===== config.mk =====
export PLATFORM = sky130hd
export DESIGN_NAME = shared_port_fifo
export DESIGN_NICKNAME = d
export VERILOG_FILES = /design/src/rtl/spf_pkg.sv /design/src/rtl/spf_mem.sv /design/src/rtl/spf_steer.sv /design/src/rtl/spf_ctl.sv /design/src/rtl/shared_port_fifo.sv
export SDC_FILE = /design/constraint.sdc
export NUM_CORES = 1
export LEC_CHECK = 0
export BUFFER_PORTS_ARGS = -buffer_cell sky130_fd_sc_hd__buf_2
export CAP_MARGIN = 20
export CORE_ASPECT_RATIO = 0.5
export CORE_MARGIN = 10
export CORE_UTILIZATION = 54
export DETAILED_ROUTE_END_ITERATION = 7
export GPL_ROUTABILITY_DRIVEN = 1
export HOLD_SLACK_MARGIN = 0.12
export PLACE_DENSITY = 0.83
export SYNTH_ARGS = -nofsm -noshare
export SYNTH_HDL_FRONTEND = slang
export SYNTH_SLANG_ARGS = --single-unit

===== constraint.sdc =====
create_clock -name clk_i -period 2.6 [get_ports clk_i]
set_input_delay 0.39 -clock clk_i [delete_from_list [all_inputs] [get_ports clk_i]]
set_output_delay 0.39 -clock clk_i [all_outputs]
set_load 0.01 [all_outputs]

===== src/rtl/spf_pkg.sv =====
package spf_pkg;
  typedef enum logic [2:0] {
    MODE_STD   = 3'd0,
    MODE_BIDIR = 3'd1,
    MODE_CFIFO = 3'd2,
    MODE_FAST  = 3'd3,
    MODE_RSV4  = 3'd4,
    MODE_RSV5  = 3'd5,
    MODE_TEST  = 3'd6,
    MODE_CFG   = 3'd7
  } port_mode_e;

  typedef enum logic [1:0] {
    SEL_CDATA = 2'd0,
    SEL_FDATA = 2'd1,
    SEL_FCMD  = 2'd2,
    SEL_TEST  = 2'd3
  } fifo_sel_e;

  typedef struct packed {
    logic       tag;
    logic [7:0] data;
  } entry_t;

  function automatic logic is_fifo_mode(logic [2:0] m);
    return (m == MODE_CFIFO) || (m == MODE_FAST) || (m == MODE_TEST);
  endfunction

  function automatic logic is_dma_mode(logic [2:0] m);
    return (m == MODE_CFIFO) || (m == MODE_FAST);
  endfunction

  function automatic logic sel_live(logic [1:0] s, logic [2:0] m);
    logic r;
    case (s)
      SEL_CDATA: r = (m == MODE_CFIFO);
      SEL_FDATA: r = (m == MODE_FAST);
      SEL_FCMD:  r = (m == MODE_FAST);
      default:   r = (m == MODE_TEST);
    endcase
    return r;
  endfunction
endpackage


===== src/rtl/spf_mem.sv =====
module spf_mem
  import spf_pkg::*;
#(
  parameter int DEPTH = 16,
  parameter int LW    = $clog2(DEPTH + 1)
) (
  input  logic          clk_i,
  input  logic          rst_ni,
  input  logic          flush_i,
  input  logic          push_i,
  input  logic          pop_i,
  input  entry_t        wentry_i,
  output entry_t        head_o,
  output logic [LW-1:0] level_o,
  output logic          full_o,
  output logic          empty_o
);
  localparam int AW = (DEPTH > 1) ? $clog2(DEPTH) : 1;

  entry_t        mem_q [DEPTH];
  logic [AW-1:0] wp_q, rp_q;
  logic [LW-1:0] lvl_q;
  logic          push_ok, pop_ok;

  function automatic logic [AW-1:0] ptr_inc(logic [AW-1:0] p);
    return (p == AW'(DEPTH - 1)) ? '0 : p + 1'b1;
  endfunction

  assign full_o  = (lvl_q == LW'(DEPTH));
  assign empty_o = (lvl_q == '0);
  assign push_ok = push_i & ~full_o;
  assign pop_ok  = pop_i & ~empty_o;

  always_ff @(posedge clk_i or negedge rst_ni) begin
    if (!rst_ni) begin
      wp_q  <= '0;
      rp_q  <= '0;
      lvl_q <= '0;
    end else if (flush_i) begin
      wp_q  <= '0;
      rp_q  <= '0;
      lvl_q <= '0;
    end else begin
      if (push_ok) wp_q <= ptr_inc(wp_q);
      if (pop_ok)  rp_q <= ptr_inc(rp_q);
      lvl_q <= lvl_q + LW'(push_ok) - LW'(pop_ok);
    end
  end

  always_ff @(posedge clk_i) begin
    if (push_ok && !flush_i) mem_q[wp_q] <= wentry_i;
  end

  assign head_o  = mem_q[rp_q];
  assign level_o = lvl_q;
endmodule


===== src/rtl/spf_steer.sv =====
module spf_steer
  import spf_pkg::*;
(
  input  logic [2:0] mode_i,
  input  logic       dir_i,
  input  logic       host_we_i,
  input  logic       host_re_i,
  input  logic [1:0] host_sel_i,
  input  logic [7:0] host_wdata_i,
  input  logic       per_push_i,
  input  logic       per_pop_i,
  input  logic [7:0] per_wdata_i,
  input  logic       per_wtag_i,
  output logic       push_o,
  output logic       pop_o,
  output entry_t     wentry_o
);
  logic live, is_test, h_wr, h_rd, p_wr, p_rd;

  assign live    = sel_live(host_sel_i, mode_i);
  assign is_test = (host_sel_i == SEL_TEST);
  // test address works both ways; others follow the direction
  assign h_wr    = host_we_i & live & (~dir_i | is_test);
  assign h_rd    = host_re_i & ~host_we_i & live & (dir_i | is_test);
  assign p_wr    = per_push_i & dir_i & (mode_i == MODE_FAST);
  assign p_rd    = per_pop_i & ~dir_i & is_dma_mode(mode_i);

  assign push_o  = h_wr | p_wr;
  assign pop_o   = h_rd | p_rd;

  always_comb begin
    if (p_wr) begin
      wentry_o.tag  = per_wtag_i;
      wentry_o.data = per_wdata_i;
    end else begin
      wentry_o.tag  = (host_sel_i == SEL_FCMD);
      wentry_o.data = host_wdata_i;
    end
  end
endmodule


===== src/rtl/spf_ctl.sv =====
module spf_ctl
  import spf_pkg::*;
#(
  parameter int DEPTH  = 16,
  parameter int THRESH = 8,
  parameter int LW     = $clog2(DEPTH + 1)
) (
  input  logic          clk_i,
  input  logic          rst_ni,
  input  logic          ctl_we_i,
  input  logic [5:0]    ctl_wdata_i,
  input  logic          dir_i,
  input  logic [LW-1:0] level_i,
  input  logic          full_i,
  input  logic          empty_i,
  output logic [2:0]    mode_o,
  output logic          flush_o,
  output logic          dma_req_o,
  output logic          svc_irq_o,
  output logic [7:0]    rdata_o
);
  logic [2:0] mode_q;
  logic       eien_q, dma_q, svc_q, irq_q;
  logic       dma_md, svc_cond;

  assign dma_md   = is_dma_mode(mode_q);
  assign svc_cond = ~dma_q & ~svc_q & dma_md &
                    (dir_i ? (level_i >= LW'(THRESH)) : (level_i <= LW'(DEPTH - THRESH)));
  assign flush_o  = ctl_we_i & is_fifo_mode(mode_q) & (ctl_wdata_i[5:3] != mode_q);

  always_ff @(posedge clk_i or negedge rst_ni) begin
    if (!rst_ni) begin
      mode_q <= MODE_STD;
      eien_q <= 1'b0;
      dma_q  <= 1'b0;
      svc_q  <= 1'b0;
      irq_q  <= 1'b0;
    end else begin
      if (ctl_we_i) {mode_q, eien_q, dma_q, svc_q} <= ctl_wdata_i;
      else if (svc_cond) svc_q <= 1'b1;
      irq_q <= ~ctl_we_i & svc_cond;
    end
  end

  assign dma_req_o = dma_q & ~svc_q & dma_md & (dir_i ? ~empty_i : ~full_i);
  assign svc_irq_o = irq_q;
  assign mode_o    = mode_q;
  assign rdata_o   = {mode_q, eien_q, dma_q, svc_q, full_i, empty_i};
endmodule


===== src/rtl/shared_port_fifo.sv =====
module shared_port_fifo
  import spf_pkg::*;
#(
  parameter int DEPTH  = 16,
  parameter int THRESH = 8
) (
  input  logic       clk_i,
  input  logic       rst_ni,
  input  logic       dir_i,
  input  logic       host_we_i,
  input  logic       host_re_i,
  input  logic [1:0] host_sel_i,
  input  logic [7:0] host_wdata_i,
  input  logic       per_push_i,
  input  logic       per_pop_i,
  input  logic [7:0] per_wdata_i,
  input  logic       per_wtag_i,
  input  logic       ctl_we_i,
  input  logic [5:0] ctl_wdata_i,
  output logic [7:0] head_data_o,
  output logic       head_tag_o,
  output logic [7:0] ctl_rdata_o,
  output logic       dma_req_o,
  output logic       svc_irq_o
);
  localparam int LW = $clog2(DEPTH + 1);

  logic [2:0]    mode;
  logic          push, pop, flush, full, empty;
  logic [LW-1:0] level;
  entry_t        wentry, head;

  spf_steer u_steer (
    .mode_i      (mode),
    .dir_i       (dir_i),
    .host_we_i   (host_we_i),
    .host_re_i   (host_re_i),
    .host_sel_i  (host_sel_i),
    .host_wdata_i(host_wdata_i),
    .per_push_i  (per_push_i),
    .per_pop_i   (per_pop_i),
    .per_wdata_i (per_wdata_i),
    .per_wtag_i  (per_wtag_i),
    .push_o      (push),
    .pop_o       (pop),
    .wentry_o    (wentry)
  );

  spf_mem #(.DEPTH(DEPTH), .LW(LW)) u_mem (
    .clk_i   (clk_i),
    .rst_ni  (rst_ni),
    .flush_i (flush),
    .push_i  (push),
    .pop_i   (pop),
    .wentry_i(wentry),
    .head_o  (head),
    .level_o (level),
    .full_o  (full),
    .empty_o (empty)
  );

  spf_ctl #(.DEPTH(DEPTH), .THRESH(THRESH), .LW(LW)) u_ctl (
    .clk_i      (clk_i),
    .rst_ni     (rst_ni),
    .ctl_we_i   (ctl_we_i),
    .ctl_wdata_i(ctl_wdata_i),
    .dir_i      (dir_i),
    .level_i    (level),
    .full_i     (full),
    .empty_i    (empty),
    .mode_o     (mode),
    .flush_o    (flush),
    .dma_req_o  (dma_req_o),
    .svc_irq_o  (svc_irq_o),
    .rdata_o    (ctl_rdata_o)
  );

  assign head_data_o = head.data;
  assign head_tag_o  = head.tag;
endmodule


# Word level (Yosys, flattened, before mapping)
# Memories as Yosys holds them, arrays and structs flattened.
# Cells that the tools add are included.
# totals
register_bits,20
ram_bits,144
inputBits,33
output_inout_bits,19
word_cells,81
n_memories,1
# memory_table
memory,words,width,rd,rd_ports_with_merged_regs,write_ports,line_no,rtl
u_mem.mem_q,16,9,1,0,1,spf_mem.sv:20,entry_t mem_q [DEPTH];
# classes
n_addsub,4
n_lt_le_gt_ge,2
n_eq_ne,10
mux,15
bitwise_logic,31
reduce_logical,10
# ops
cell,count
4-bit two-way mux,6
1-bit bitwise AND,20
9-bit two-way mux,1
"4-bit by 1-bit adder with 4-bit output, second input constant",2
"4-bit equality test, second input constant",2
1-bit inverter,7
"3-bit by 2-bit equality test with 1-bit output, second input constant",2
1-bit two-way mux,6
2-bit nonzero test,3
5-bit by 1-bit adder with 5-bit output,1
"5-bit equality test, second input constant",1
"5-bit by 4-bit greater-or-equal comparator with 1-bit output, second input constant",1
"5-bit by 4-bit less-or-equal comparator with 1-bit output, second input constant",1
5-bit logical NOT,1
5-bit two-way mux,1
5-bit by 1-bit subtractor with 5-bit output,1
"2-bit equality test, second input constant",2
1-bit OR,4
"3-bit equality test, second input constant",1
3-bit != test,1
"2-bit by 1-bit equality test with 1-bit output, second input constant",1
2-bit logical NOT,1
1-bit logical OR,2
1-bit one-hot mux with 2 select lines,1
3 further kinds,3

# Depth between registers and ports, before layout
# depth
depth_word,10
depth_mapped,15
ltp_nobuf,15

# By module
# A second synthesis with hierarchy kept.
# unflattened
cells_unflattened,416
area_unflattened_um2,7166.9
# by_module_without_submodules
module,n_inst,cells_each,area_per_inst_um2,seq_area_each_um2
spf_mem,1,350,6473.7,4649.5
spf_ctl,1,39,436.7,175.2
spf_steer,1,27,256.5,0.0

# Worst setup path after synthesis
# OpenSTA, ideal clock, no wires.
# synth_timing
path_type,reg2reg
start,reg u_mem.lvl_q[2] (netlist: u_mem.level_o[2])
end,reg u_mem.lvl_q[4] (netlist: u_mem.level_o[4])
setup_time_ns,0.077
arrival_time_ns,2.708
required_time_ns,2.523
path_slack_ns,-0.185
path_stages_with_launch,16
n_path_buf,0
synth_period_minus_slack_ns,2.785
cell_sequence,dfrtp_1 > inv_1 > ha_1 > or4b_4 > o2111ai_1 > o21ai_2 > ha_1 > inv_1 > ha_1 > inv_1 > fa_1 > inv_1 > a21oi_1 > nor2_1 > or3_1 > a21oi_1
# synth_between
elab_chain_cells,6
word_cells_on_any_way,9
cone_classes,2 x add/sub; 1 x eq/ne; 1 x mux; 4 x bitwise; 1 x reduce/logical
# synth_rtl
element,line_no,rtl
"start, declared",spf_mem.sv:22,logic [LW-1:0] lvl_q;
"start signal, assigned",spf_mem.sv:46,lvl_q <= lvl_q + LW'(push_ok) - LW'(pop_ok);
5-bit equality test,spf_mem.sv:29,assign full_o = (lvl_q == LW'(DEPTH));
1-bit inverter,spf_mem.sv:31,assign push_ok = push_i & ~full_o;
1-bit bitwise AND,spf_mem.sv:31,
5-bit by 1-bit adder with 5-bit output,spf_mem.sv:46,
5-bit by 1-bit subtractor with 5-bit output *,spf_mem.sv:46,
5-bit two-way mux *,spf_mem.sv:39,end else if (flush_i) begin
# Mark *: on every way between the ends. The rest lies on a longest branch, timed or not.
# A chain may end at the register's enable or synchronous reset.

# Worst setup path in the final report
# layout_timing
start,reg u_mem.rp_q[0]
end,out head_data_o[5]
# layout_between
elab_chain_cells,1
# layout_rtl
element,line_no,rtl
"start, declared",spf_mem.sv:21,"logic [AW-1:0] wp_q, rp_q;"
"start signal, assigned",spf_mem.sv:45,if (pop_ok) rp_q <= ptr_inc(rp_q);
memory read 16 x 9 bit,n/a,
"end, declared",shared_port_fifo.sv:20,"output logic [7:0] head_data_o,"
# Every way passes these cells.

==> results.py <==
metrics = {
    "floorplanning": {
        "die_x_um": 183,
        "effective_utilization_at_floorplan_pct": 55.9,
        "io-pin-count": 52,
        "placeableCoreArea_um2": 12800,
        "number_of_standard_cell_rows_in_the_floorplan": 29,
        "die-height_um": 101,
        "fp.dieArea_um2": 18500,
    },
    "critical_path": {
        "worstRegToRegCells": 15,
        "cp_slowest_stage_delay_ns": 0.50,
        "worstSetupStartpointType": "flop",
        "worst-path-max-fanout": 6,
        "rr_startpoint": "u_mem.level_o[2]$_DFF_PN0_",
        "critPathSlowestCell": "sky130_fd_sc_hd__mux4_2",
        "r2r-end": "u_mem.level_o[4]$_DFF_PN0_",
        "worst-r2r-setup-slack_ns": -0.15,
        "critical_path.endpoint_type": "output pin",
        "timing.critical_path.required_ns": 2.21,
        "cp.arrival_ns": 2.36,
        "path_class": "reg2out",
        "path_cells": "buf_12 -> buf_12 -> buf_16 -> mux4_2 -> mux4_2 -> buf_6",
    },
    "power_and_ir_drop": {
        "vdd_ir_drop_max_mv": 0.578,
        "power_density_nw_per_um2": 895,
        "total_power_mw": 7.87,
        "total_leakage_power_nw": 3.16,
    },
    "logic_synthesis": {
        "synth.distinct_cells": 48,
        "synthesis.area_um2": 7160,
        "synth_warnings": 0,
        "post_synthesis_instance_total": 370,
        "postSynth.topFlopCell": "sky130_fd_sc_hd__edfxtp_1",
        "synthesis.area_per_instance_um2": 19.4,
        "synth_edf_count": 144,
        "ys_async_sr_fraction_pct": 12.2,
        "synth.ff_latch_count": 164,
        "synth_seq_area_share_pct": 67.4,
        "synthesized_netlist_net_count": 420,
    },
    "drt": {
        "drt_iter0_drc": 593,
        "postRouteAntennaNets": 0,
        "total_vias_in_the_final_route": 4212,
        "drc": 0,
        "vias_per_cell": 6.31,
        "detail_route.wl_per_cell_um": 27.8,
        "detail_route.wirelength_mm": 18.6,
        "drtPass1Iterations": 5,
    },
    "min_path": {
        "min_delay_worst_endpoint": "u_ctl.svc_q$_DFFE_PN0P_",
        "whs_path_depth": 2,
        "worst_hold_path_type": "in2reg",
        "holdCritStartpoint": "ctl_wdata_i[0]",
    },
    "clock_tree": {
        "tritoncts_buffer_count": 17,
        "buffer_type_at_the_clock_tree_root": "sky130_fd_sc_hd__clkbuf_16",
        "maximum_level_of_the_cts_h_tree": 4,
        "worst_setup_hold_path_clk_slew_ns": 0.07,
        "clock_insertion_delay_worst_skew_ns": 0.43,
        "clock_tree.buffer_depth": 2,
        "numClockSinks": 164,
        "cts_tree": "yes",
    },
    "placed_design": {
        "gpl.final_weighted_congestion": 0.776,
        "placement.io_buffers": 51,
        "hpwlAfterDp_mm": 9.76,
        "placement.setup.worst_slack_ns": -0.184,
        "post-place-cells": 609,
        "placed_cell_area_um2": 7850,
    },
    "final_layout": {
        "areaGrowthSynthToFinish_pct": 22.9,
        "layout.nets": 536,
        "design_area_um2": 8800,
        "fin_util_pct": 68.7,
        "antenna_cells": 0,
        "drive_gt1_share_pct": 46.6,
        "final_cells": 668,
    },
    "global_route": {
        "largest_net_degree_at_the_start_of_global_routing": 41,
        "global_route_wire_length_before_repair_mm": 26.3,
        "track_usage_pct": 19.3,
        "overflow": 0,
        "vias_in_the_first_global_route": 4260,
        "grt_antenna_before_repair": 0,
    },
    "timing": {
        "timing.max_slew.rel_slack_pct": 54.3,
        "timing.final.ws_setup_ns": -0.148,
        "post-route-min-period_ns": 2.75,
        "fin_crit_sh_pct": 106,
        "worstMarginPinSlew_ns": 0.686,
        "fin_worst_skew_ns": 0.0110,
        "timing.fmax_ghz": 0.364,
        "hold_viol": 0,
        "setup_viol": 16,
        "rsz0062_at_grt": "yes",
        "totalNegativeSetupSlack_ns": -1.50,
        "hold_slack_ns": 0.176,
        "report.final.slew_viol_count": 0,
    },
    "status": {
        "violations": "negative setup slack",
        "run_status": "finished, violations left",
    },
    "flow_run": {
        "max_capacitance_violation_count": 0,
    },
}
-- where the power goes --
part	switching [mW]	internal, mW	leakage, nW
registers	0.0655	2.95	1.55
clock network	1.16	1.54	0.299
logic	0.948	1.21	1.31
-- flip-flops by register name (all words and copies together) (netlist names) --
register / cells
u_mem.level_o: 5
u_mem.wp_q: 4
u_ctl.eien_q: 1
u_mem.mem_q: 144
u_ctl.svc_irq_o: 1
u_ctl.mode_o: 3
u_ctl.dma_q: 1
u_ctl.svc_q: 1
u_mem.rp_q: 4
-- per-layer routing --
layer,vias to the layer above,routed length [um],global-route usage [%]
li1,1712,-,-
met1,2103,6950,24.8
met2,359,8770,31.2
met3,38,2380,6.09
met4,0,480,5.67
met5,-,0,0
-- final cells by class --
cell class              instances  area [um^2]
clock buffers                  17          425
clock inverters                14          188
fillers                       771         4010
inverters                      16         60.1
multi-input cells             168         2090
flip-flops and latches        164         4830
well taps                     170          213
repair buffers                119          997
-- layout by cell type (no fill, tap or decap), types with 3 or more instances in the layout --
master,instances
sky130_fd_sc_hd__buf_6,15
sky130_fd_sc_hd__a21oi_1,5
sky130_fd_sc_hd__nor2_1,20
sky130_fd_sc_hd__inv_6,5
sky130_fd_sc_hd__inv_2,4
sky130_fd_sc_hd__mux2i_1,4
sky130_fd_sc_hd__inv_1,12
sky130_fd_sc_hd__nand2_1,6
sky130_fd_sc_hd__clkbuf_16,19
sky130_fd_sc_hd__nor2b_1,5
sky130_fd_sc_hd__dfrtp_1,19
sky130_fd_sc_hd__edfxtp_1,144
sky130_fd_sc_hd__mux2_2,14
sky130_fd_sc_hd__ha_1,14
sky130_fd_sc_hd__buf_12,5
sky130_fd_sc_hd__mux4_2,44
sky130_fd_sc_hd__xnor2_1,3
sky130_fd_sc_hd__xor2_1,3
sky130_fd_sc_hd__nand3b_1,4
sky130_fd_sc_hd__buf_4,49
sky130_fd_sc_hd__bufinv_16,3
sky130_fd_sc_hd__inv_8,3
sky130_fd_sc_hd__buf_2,43
-- synth_stat cells, types with 2 or more instances --
| master | number | area share, % |
|---|---|---|
| sky130_fd_sc_hd__nand3b_1 | 4 | 0.42 |
| sky130_fd_sc_hd__buf_4 | 5 | 0.52 |
| sky130_fd_sc_hd__mux2_2 | 14 | 2.2 |
| sky130_fd_sc_hd__a311oi_2 | 2 | 0.42 |
| sky130_fd_sc_hd__mux2i_1 | 4 | 0.56 |
| sky130_fd_sc_hd__nand4b_1 | 2 | 0.24 |
| sky130_fd_sc_hd__buf_6 | 5 | 0.79 |
| sky130_fd_sc_hd__ha_1 | 16 | 2.8 |
| sky130_fd_sc_hd__edfxtp_1 | 144 | 60 |
| sky130_fd_sc_hd__nand3_1 | 2 | 0.14 |
| sky130_fd_sc_hd__a211o_1 | 2 | 0.24 |
| sky130_fd_sc_hd__a31oi_1 | 2 | 0.17 |
| sky130_fd_sc_hd__a21o_1 | 2 | 0.21 |
| sky130_fd_sc_hd__xnor2_1 | 3 | 0.37 |
| sky130_fd_sc_hd__nand2b_1 | 2 | 0.17 |
| sky130_fd_sc_hd__a41oi_1 | 3 | 0.37 |
| sky130_fd_sc_hd__buf_2 | 5 | 0.35 |
| sky130_fd_sc_hd__nor2_1 | 23 | 1.2 |
| sky130_fd_sc_hd__dfrtp_1 | 20 | 7.0 |
| sky130_fd_sc_hd__a21oi_1 | 6 | 0.42 |
| sky130_fd_sc_hd__nor2b_1 | 5 | 0.44 |
| sky130_fd_sc_hd__nor3_1 | 4 | 0.28 |
| sky130_fd_sc_hd__clkbuf_1 | 5 | 0.26 |
| sky130_fd_sc_hd__inv_1 | 16 | 0.84 |
| sky130_fd_sc_hd__mux4_1 | 30 | 11 |
| sky130_fd_sc_hd__xor2_1 | 3 | 0.37 |
| sky130_fd_sc_hd__nand2_1 | 6 | 0.31 |
| sky130_fd_sc_hd__mux4_2 | 15 | 4.7 |
-- worst max-delay path: cells and delay by family (launching register included) --
kind / cells / cell delay (ns)
muxes: 2 / 1.00
buffers and inverters: 4 / 0.55
DFF: 1 / 0.38
-- how the worst max path moves through the flow --
stage / startpoint / to / slack (ns) / depth (start not counted)
after global placement: host_sel_i[0] / u_mem.level_o[4]$_DFF_PN0_ / -0.14 / 15
after global routing: u_mem.level_o[2]$_DFF_PN0_ / u_mem.level_o[4]$_DFF_PN0_ / -0.29 / 15
after floorplan: u_mem.level_o[3]$_DFF_PN0_ / u_mem.level_o[4]$_DFF_PN0_ / -0.13 / 15
final: u_mem.rp_q[0]$_DFFE_PN0P_ / head_data_o[5] / -0.15 / 6
after detailed placement: host_sel_i[0] / u_mem.level_o[4]$_DFF_PN0_ / -0.18 / 15
after CTS: u_mem.level_o[2]$_DFF_PN0_ / u_mem.level_o[4]$_DFF_PN0_ / -0.16 / 15
-- cell families after synthesis --
kind of cell | Yosys count | synth area share, %
AOI/OAI and AO/OA | 22 | 2.45
muxes | 63 | 18.5
DFF | 164 | 67.4
adders and majority gates | 17 | 3.08
and+or+nand+nor | 60 | 5.00
buffers and inverters | 38 | 2.88
xor gates and xnor gates | 6 | 0.734
-- repair_timing --
item,in CTS,in global routing
gates resized for setup,33,36
hold buffers,1,0
gates cloned,2,4
endpoints found under the hold margin,20,0
setup endpoints to repair,11,56
setup buffers,13,10
pin swaps,7,9
No activity file was read; power rests on OpenSTA's default activity.
